$ cat config.mk
export PLATFORM = sky130hd
export DESIGN_NAME = sck_prescale_enc
export DESIGN_NICKNAME = d
export VERILOG_FILES = /design/src/rtl/pe_pkg.sv /design/src/rtl/pe_lead_one.sv /design/src/rtl/pe_round_up.sv /design/src/rtl/pe_normalise.sv /design/src/rtl/sck_prescale_enc.sv
export SDC_FILE = /design/constraint.sdc
export NUM_CORES = 1
export LEC_CHECK = 0
export BUFFER_PORTS_ARGS = -buffer_cell sky130_fd_sc_hd__buf_2
export CORE_MARGIN = 1.5
export CORE_UTILIZATION = 62
export CTS_BUF_LIST = sky130_fd_sc_hd__clkbuf_16
export CTS_CLUSTER_DIAMETER = 200
export DETAILED_ROUTE_END_ITERATION = 7
export PLACE_DENSITY = 0.83
export SYNTH_ARGS = -nofsm -noshare
export SYNTH_HDL_FRONTEND = slang
export SYNTH_SLANG_ARGS = --single-unit
$ cat constraint.sdc
create_clock -name clk_i -period 0.9 [get_ports clk_i]
set_input_delay 0.09 -clock clk_i [delete_from_list [all_inputs] [get_ports clk_i]]
set_output_delay 0.09 -clock clk_i [all_outputs]
set_load 0.05 [all_outputs]
$ cat src/rtl/pe_pkg.sv
package pe_pkg;
   // Bit index wide enough for any supported request width.
   typedef logic [5:0] pe_idx_t;
   localparam int PE_MAX_W = 62;
endpackage

$ cat src/rtl/pe_lead_one.sv
module pe_lead_one #(
   parameter int W = 16
) (
   input  logic [W-1:0]    vec_i,
   output pe_pkg::pe_idx_t idx_o,
   output logic            any_o
);
   always_comb begin
      idx_o = '0;
      any_o = 1'b0;
      for (int i = 0; i < W; i++) begin
         if (vec_i[i]) begin
            idx_o = pe_pkg::pe_idx_t'(i);
            any_o = 1'b1;
         end
      end
   end
endmodule

$ cat src/rtl/pe_round_up.sv
module pe_round_up #(
   parameter int W      = 16,
   parameter int MANT_W = 4
) (
   input  logic [W-1:0] div_i,
   output logic [W:0]   rounded_o
);
   import pe_pkg::*;

   pe_idx_t    msb;
   logic       any;
   pe_idx_t    sh;
   logic [W:0] mask;

   pe_lead_one #(.W(W)) u_lead (.vec_i(div_i), .idx_o(msb), .any_o(any));

   always_comb begin
      sh   = '0;
      mask = '0;
      if (!any || int'(msb) < MANT_W) begin
         rounded_o = {1'b0, div_i};
      end else begin
         // Keep the top MANT_W bits; round the rest up to a whole step.
         sh        = msb - pe_idx_t'(MANT_W - 1);
         mask      = ((W+1)'(1) << sh) - (W+1)'(1);
         rounded_o = ({1'b0, div_i} + mask) & ~mask;
      end
   end
endmodule

$ cat src/rtl/pe_normalise.sv
module pe_normalise #(
   parameter int W      = 17,
   parameter int MANT_W = 4,
   parameter int EXP_W  = 3
) (
   input  logic [W-1:0]      val_i,
   output logic [MANT_W-1:0] mant_o,
   output logic [EXP_W-1:0]  exp_o,
   output logic              ovf_o
);
   import pe_pkg::*;

   localparam int EXP_MAX = (1 << EXP_W) - 1;

   pe_idx_t msb;
   logic    any;
   pe_idx_t e;

   pe_lead_one #(.W(W)) u_lead (.vec_i(val_i), .idx_o(msb), .any_o(any));

   always_comb begin
      if (!any || int'(msb) < MANT_W) e = '0;
      else                           e = msb - pe_idx_t'(MANT_W - 1);
      mant_o = MANT_W'(val_i >> e);
      exp_o  = EXP_W'(e);
      ovf_o  = int'(e) > EXP_MAX;
   end
endmodule

$ cat src/rtl/sck_prescale_enc.sv
module sck_prescale_enc #(
   parameter  int DIV_W       = 16,
   parameter  int MANT_W      = 4,
   parameter  int EXP_W       = 3,
   parameter  bit SPLIT_ROUND = 1'b0,
   localparam int FIELD_W     = MANT_W + EXP_W + 1
) (
   input  logic               clk_i,
   input  logic               rst_ni,
   input  logic               start_i,
   input  logic [DIV_W-1:0]   div_i,
   output logic               done_o,
   output logic [FIELD_W-1:0] field_o,
   output logic               err_o
);
   localparam logic [FIELD_W-1:0] MAX_FIELD =
      {{(EXP_W-1){1'b1}}, 1'b0, 1'b1, {MANT_W{1'b1}}};

   if (DIV_W <= MANT_W || DIV_W > pe_pkg::PE_MAX_W) begin : g_bad_div_w
      $error("DIV_W out of range");
   end
   if (EXP_W < 2 || EXP_W > 5 || MANT_W < 1) begin : g_bad_fmt
      $error("MANT_W/EXP_W out of range");
   end

   logic [DIV_W-1:0] div_eff;
   logic [DIV_W:0]   rnd_w;
   logic [DIV_W:0]   norm_in;
   logic             fire;
   logic [MANT_W-1:0] mant_w;
   logic [EXP_W-1:0]  exp_w;
   logic              ovf_w;

   assign div_eff = (div_i == '0) ? DIV_W'(1) : div_i;

   pe_round_up #(.W(DIV_W), .MANT_W(MANT_W)) u_round (
      .div_i(div_eff), .rounded_o(rnd_w));

   if (SPLIT_ROUND) begin : g_split
      logic [DIV_W:0] rnd_q;
      logic           vld_q;
      always_ff @(posedge clk_i or negedge rst_ni) begin
         if (!rst_ni) begin
            rnd_q <= '0;
            vld_q <= 1'b0;
         end else begin
            vld_q <= start_i;
            if (start_i) rnd_q <= rnd_w;
         end
      end
      assign norm_in = rnd_q;
      assign fire    = vld_q;

      a_r7_done_two: assert property (@(posedge clk_i) disable iff (!rst_ni)
         start_i |=> ##1 done_o);
      a_r7_done_src2: assert property (@(posedge clk_i) disable iff (!rst_ni)
         done_o |-> $past(vld_q));
   end else begin : g_flat
      assign norm_in = rnd_w;
      assign fire    = start_i;

      a_r7_done_one: assert property (@(posedge clk_i) disable iff (!rst_ni)
         start_i |=> done_o);
      a_r7_done_src1: assert property (@(posedge clk_i) disable iff (!rst_ni)
         done_o |-> $past(start_i));
   end

   pe_normalise #(.W(DIV_W+1), .MANT_W(MANT_W), .EXP_W(EXP_W)) u_norm (
      .val_i(norm_in), .mant_o(mant_w), .exp_o(exp_w), .ovf_o(ovf_w));

   always_ff @(posedge clk_i or negedge rst_ni) begin
      if (!rst_ni) begin
         done_o  <= 1'b0;
         field_o <= '0;
         err_o   <= 1'b0;
      end else begin
         done_o <= fire;
         if (fire) begin
            err_o   <= ovf_w;
            field_o <= ovf_w ? MAX_FIELD
                             : {exp_w[EXP_W-1:1], 1'b0, exp_w[0], mant_w};
         end
      end
   end

   a_r3_normalised: assert property (@(posedge clk_i) disable iff (!rst_ni)
      (done_o && !err_o &&
       ({field_o[FIELD_W-1:MANT_W+2], field_o[MANT_W]} != '0))
      |-> field_o[MANT_W-1]);
   a_r5_err_max: assert property (@(posedge clk_i) disable iff (!rst_ni)
      err_o |-> field_o == MAX_FIELD);
   a_r8_hold: assert property (@(posedge clk_i) disable iff (!rst_ni)
      !done_o |-> ($stable(field_o) && $stable(err_o)));
endmodule

==> Implementation_results.wiki, run 1 <==
{| class="wikitable"
! Metric !! Value
|-
| Number of unique standard cell types used by synthesis || 96
|-
| FFs w/ async S/R, synth || 100.0%
|-
| Horiz. Die Dim || 74.86 µm
|-
| Failing step || detailed placement (3_5_place_dp)
|-
| Count of buffers inserted at the top-level ports || 27
|-
| Vertical die dimension || 74.86 µm
|-
| Outcome || did not finish
|-
| Biggest area contributors in the synthesized netlist || sky130_fd_sc_hd__ha_1, sky130_fd_sc_hd__dfrtp_1, sky130_fd_sc_hd__nor2_1
|-
| Post-synthesis average cell area || 7.260 µm²
|-
| Final Wtd Congestion || 1.147
|-
| Proportion of netlist area held by the largest area contributor || 8.206%
|-
| Hpwl dp || 15170 µm
|-
| Syn Inst Count || 441
|-
| Post-synthesis instance area || 3202 µm²
|-
| Mapped Nets || 482
|-
| Tool error || [ERROR DPL-0033] detailed placement checks failed during check placement.
|-
| Starting density of the core || 66.04%
|-
| Synthesis-stage register bit count || 9
|-
| Io pins || 29
|-
| Number of enable-type register cells in the synthesized netlist || 0
|-
| Sequential fraction of the synthesis area || 7.034%
|-
| Commonest register cell after synthesis || sky130_fd_sc_hd__dfrtp_1
|-
| Top cell type by total area after synthesis || sky130_fd_sc_hd__ha_1
|-
| Count of yosys warnings during synthesis || 0
|-
| Core Rows || 25
|}
metrics by stage:
step	instances	setup TNS [ns]
2_1_floorplan	441	-37.20
3_3_place_gp	682	-38.96
kinds of logic after synthesis:
kind of cell	Yosys count	share of synthesized area, %
simple gates	169	27.67
compound gates	165	41.85
buf+inv	49	6.565
fa+ha+maj	22	8.832
xor+xnor	17	4.650
mux	9	3.283
flops	9	7.034
other cells	1	0.1171
synthesized netlist by cell type, types with 4 or more instances:
cell type / n
sky130_fd_sc_hd__xnor2_1: 14
sky130_fd_sc_hd__a21o_1: 8
sky130_fd_sc_hd__nor2b_1: 6
sky130_fd_sc_hd__a211oi_2: 5
sky130_fd_sc_hd__o2111a_1: 4
sky130_fd_sc_hd__dfrtp_1: 9
sky130_fd_sc_hd__nand2b_1: 5
sky130_fd_sc_hd__o31ai_1: 5
sky130_fd_sc_hd__or3_1: 6
sky130_fd_sc_hd__inv_1: 13
sky130_fd_sc_hd__nor2_1: 58
sky130_fd_sc_hd__a21oi_1: 33
sky130_fd_sc_hd__ha_1: 21
sky130_fd_sc_hd__clkbuf_1: 24
sky130_fd_sc_hd__nand4_1: 5
sky130_fd_sc_hd__o31a_1: 4
sky130_fd_sc_hd__nand2_1: 36
sky130_fd_sc_hd__a311o_1: 4
sky130_fd_sc_hd__and2_1: 6
sky130_fd_sc_hd__a211oi_1: 6
sky130_fd_sc_hd__o21a_1: 4
sky130_fd_sc_hd__mux2i_1: 6
sky130_fd_sc_hd__o21ai_0: 16
sky130_fd_sc_hd__o21ai_1: 4
sky130_fd_sc_hd__a31oi_1: 4
sky130_fd_sc_hd__nand3_1: 10
sky130_fd_sc_hd__nor3_1: 9
sky130_fd_sc_hd__o211ai_1: 6
==> run 2, diff against run 1 <==
CORE_UTILIZATION = 40   (was 62)
CTS_BUF_LIST = default   (was sky130_fd_sc_hd__clkbuf_16)
CTS_CLUSTER_DIAMETER = default   (was 200)
PLACE_DENSITY = default   (was 0.83)
PLACE_DENSITY_LB_ADDON = 0.15   (was default)
==> run 2 against run 1 <==
The flow now finishes, with violations (negative setup slack). Area after synthesis did not move. Synthesized cell count did not move.
==> Implementation_results.wiki, run 2 <==
{| class="wikitable"
! Metric !! Value
|-
| Outcome || complete, but fails checks
|-
| Failing checks || negative setup slack
|-
| Top register by number of flip-flops || field_o
|-
| Max-cap viol count || 0
|-
| Net count of the finished layout || 702
|-
| Largest registers || field_o x7, done_o x1, err_o x1
|-
| Proportion of netlist area held by the largest area contributor || 8.206%
|-
| Io pins || 29
|-
| Number of unique standard cell types used by synthesis || 96
|-
| WL/cell || 20.04 µm
|-
| Worst setup path category || input port to flip-flop
|-
| Leakage || 0.002483 µW
|-
| First-pass GRT wire length || 21550 µm
|-
| Areal power density over the cells || 1226 nW/µm²
|-
| Area post-placement || 4865 µm²
|-
| Commonest cells in the synthesized netlist || sky130_fd_sc_hd__nor2_1, sky130_fd_sc_hd__nand2_1, sky130_fd_sc_hd__a21oi_1
|-
| Post-Place Cells || 722
|-
| Proportion of power drawn by combinational gates || 85.2%
|-
| Arrival time of data at the critical path endpoint || 5.90 ns
|-
| Setup Skew || 0 ns
|-
| FFs w/ async S/R, synth || 100.0%
|-
| Core Rows || 32
|-
| Final Wtd Congestion || 0.9815
|-
| Kind of launch point of the worst setup path || input port
|-
| Simple-gate area share of the yosys netlist || 27.67%
|-
| Total routing usage reported by global routing || 32.12%
|-
| Power dissipated by switching net loads || 3228 µW
|-
| Finished Cell Area || 5715 µm²
|-
| Gr ovfl total || 0
|-
| Most frequent standard cell in the layout excluding fill and tap cells || sky130_fd_sc_hd__buf_4
|-
| Number of enable-type register cells in the synthesized netlist || 0
|-
| Critical-path top delay cell || sky130_fd_sc_hd__or4_4
|-
| Worst-margin pin slew || 0.5531 ns
|-
| Worst Path Buf+Inv || 8
|-
| Mapped Nets || 482
|-
| Required time of the worst setup path || 1.05 ns
|-
| Total Routed Length || 15270 µm
|-
| Largest delay share family, worst path || simple AND/OR/NAND/NOR gates
|-
| Compound-cell area share of the yosys netlist || 41.85%
|-
| Largest stage delay, worst path || 0.52 ns
|-
| Post-synthesis average cell area || 7.260 µm²
|-
| Switching fraction of total power || 46.07%
|-
| Setup repair after global routing missed its margin || true
|-
| Biggest area contributors in the synthesized netlist || sky130_fd_sc_hd__ha_1, sky130_fd_sc_hd__dfrtp_1, sky130_fd_sc_hd__nor2_1
|-
| Fraction of power consumed by the clock network || 7.0%
|-
| Horiz. Die Dim || 92.47 µm
|-
| Via density per instance || 6.094
|-
| Number of fill cells in the layout || 559
|-
| Detailed-route DRC error count || 0
|-
| Post-synthesis instance area || 3202 µm²
|-
| Placeable core area || 7727 µm²
|-
| Sequential fraction of the synthesis area || 7.034%
|-
| Synthesis-stage register bit count || 9
|-
| Internal power component || 3779 µW
|-
| Syn Inst Count || 441
|-
| Overall die area || 8551 µm²
|-
| Number of global-route vias before repair || 4239
|-
| Largest net degree at the start of global routing || 39
|-
| Hpwl dp || 10890 µm
|-
| Clock tree from TritonCTS || yes
|-
| Post-route clock period utilization || 638.9%
|-
| Layout overhead on the synthesized area || 78.51%
|-
| Drt first pass iters || 4
|-
| Number of antenna violations at the first check in global routing || 0
|-
| Starting density of the core || 41.43%
|-
| Final setup viols || 8
|-
| Dominant cell by count in the synthesized netlist || sky130_fd_sc_hd__nor2_1
|-
| Clock latency reported for the late side of the worst-skew pair || 0.24 ns
|-
| DR vias || 4644
|-
| Clock Pin Slew Worst Setup and Hold Paths || 0.05 ns
|-
| Max Fclk || 173.9 MHz
|-
| Placement Setup Slack || -5.337 ns
|-
| Clock period minus final worst setup slack || 5.750 ns
|-
| Least setup slack across all paths after layout || -4.850 ns
|-
| Sum of internal, switching and leakage power || 7007 µW
|-
| Normalized max-slew margin || 62.66%
|-
| Share of layout cells above drive strength 1 || 56.97%
|-
| Hold Violations, Final || 0
|-
| Commonest cells after routing, fill and taps aside || sky130_fd_sc_hd__buf_4, sky130_fd_sc_hd__nor2_1, sky130_fd_sc_hd__nand2_1, sky130_fd_sc_hd__a21oi_1, sky130_fd_sc_hd__buf_6
|-
| Type of the tightest min-delay check || input port to flip-flop
|-
| Post-synthesis share of cell area spent on xor and xnor gates || 4.650%
|-
| Count of buffers inserted at the top-level ports || 27
|-
| Clock root buffer || sky130_fd_sc_hd__clkbuf_8
|-
| Fraction of synthesized area in multiplexers || 3.283%
|-
| Top cell type by total area after synthesis || sky130_fd_sc_hd__ha_1
|-
| Crit Path Max Fanout || 15
|-
| Post-synthesis share of cell area spent on full adders, half adders and majority gates || 8.832%
|-
| Vertical die dimension || 92.47 µm
|-
| Number of clock buffers inserted by TritonCTS || 3
|-
| Flip-flop count of the largest register, all copies and words added || 7
|-
| Antenna Violating Nets Remaining || 0
|-
| Ant diodes || 0
|-
| Number of levels in the clock H-tree || 1
|-
| Total count of max-transition violations in the final report || 0
|-
| Main combinational cell family by area after synthesis || compound AO/OA/AOI/OAI gates
|-
| Worst supply voltage drop on vdd || 635.6 µV
|-
| Count of yosys warnings during synthesis || 0
|-
| CTS Buffer Depth || 2
|-
| Non-filler instance count after layout || 762
|-
| Minimum hold slack || 0.1577 ns
|-
| Endpoint type of the worst setup path || flip-flop
|-
| Commonest register cell after synthesis || sky130_fd_sc_hd__dfrtp_1
|-
| Violation count after the first detailed-route iteration || 441
|-
| Fraction of power consumed by sequential logic || 7.8%
|-
| Clock net sink count || 9
|}
==> run 2: cell counts after synthesis <==
No cell type changed its count.
==> run 2: cell type report <==
type	instances	area (µm²)	share of cell area (%)
multi-input combinational	383	3351	58.63
timing repair buffer	249	1903	33.30
sequential	9	225.2	3.940
tap	102	127.6	2.233
inverter	15	63.81	1.116
clock buffer	4	45.04	0.7881
==> run 2: path summary, 6_finish.rpt <==
path / startpoint / end / slack (ns) / cells past startpoint
setup / recovery: div_i[11] / field_o[0]$_DFFE_PN0P_ / -4.85 / 36
hold / removal: start_i / done_o$_DFF_PN0_ / 0.16 / 2
setup reg to reg: field_o[3]$_DFFE_PN0P_ / field_o[3]$_DFFE_PN0P_ / 0.01 / 2
hold reg to reg: field_o[7]$_DFFE_PN0P_ / field_o[7]$_DFFE_PN0P_ / 0.54 / 1
max in group asynchronous: rst_ni / field_o[3]$_DFFE_PN0P_ / 0.48 / 2
min in group asynchronous: rst_ni / field_o[6]$_DFFE_PN0P_ / 0.23 / 2
==> run 2: power by group through the flow <==
stage / registers, µW / logic, µW / clock network [µW]
2_1_floorplan: 819 / 2730 / 0
3_3_place_gp: 524 / 4550 / 0
3_5_place_dp: 528 / 4640 / 0
4_1_cts: 530 / 5190 / 487
5_1_grt: 556 / 6310 / 507
6_report: 548 / 5970 / 488
==> run 2: timing repair <==
action	4_1_cts	5_1_grt
endpoints found under the hold margin	9	0
hold buffers	1	0
endpoints found under the setup margin	17	17
pin swaps	58	29
gates resized for setup	66	51
setup buffers	18	19
==> run 2: kinds of logic (layout without fill, tap and decap cells) <==
| logic type | Yosys count | after routing |
|---|---|---|
| simple gates | 169 | 169 |
| buf+inv | 49 | 268 |
| other cells | 1 | 1 |
| mux | 9 | 9 |
| xor+xnor | 17 | 17 |
| flops | 9 | 9 |
| compound gates | 165 | 165 |
| fa+ha+maj | 22 | 22 |
==> run 2: metal layers <==
layer	track usage [%]	part of all wire (%)	up-vias	wire (µm)
met4	11.15	4.9	0	753
met3	4.105	7.0	71	1076
met5	0	0	-	0
met2	54.04	47	223	7219
met1	41.91	41	2229	6220
li1	-	-	2121	-
==> run 2: worst register-to-register path, cell delays in order, from the launching register on <==
cell	delay, ns
sky130_fd_sc_hd__dfrtp_1	0.38
sky130_fd_sc_hd__or2_2	0.27
sky130_fd_sc_hd__o211a_1	0.12
==> run 2: stage by stage <==
stage / utilization (%) / setup TNS, ns
final: 73.96 / -37.20
after CTS: 68.88 / -35.63
after floorplan: - / -37.20
after global routing: 73.96 / -39.08
after detailed placement: 62.95 / -40.07
after global placement: 62.95 / -38.98
Note: power is estimated with default switching activity, not from simulation.
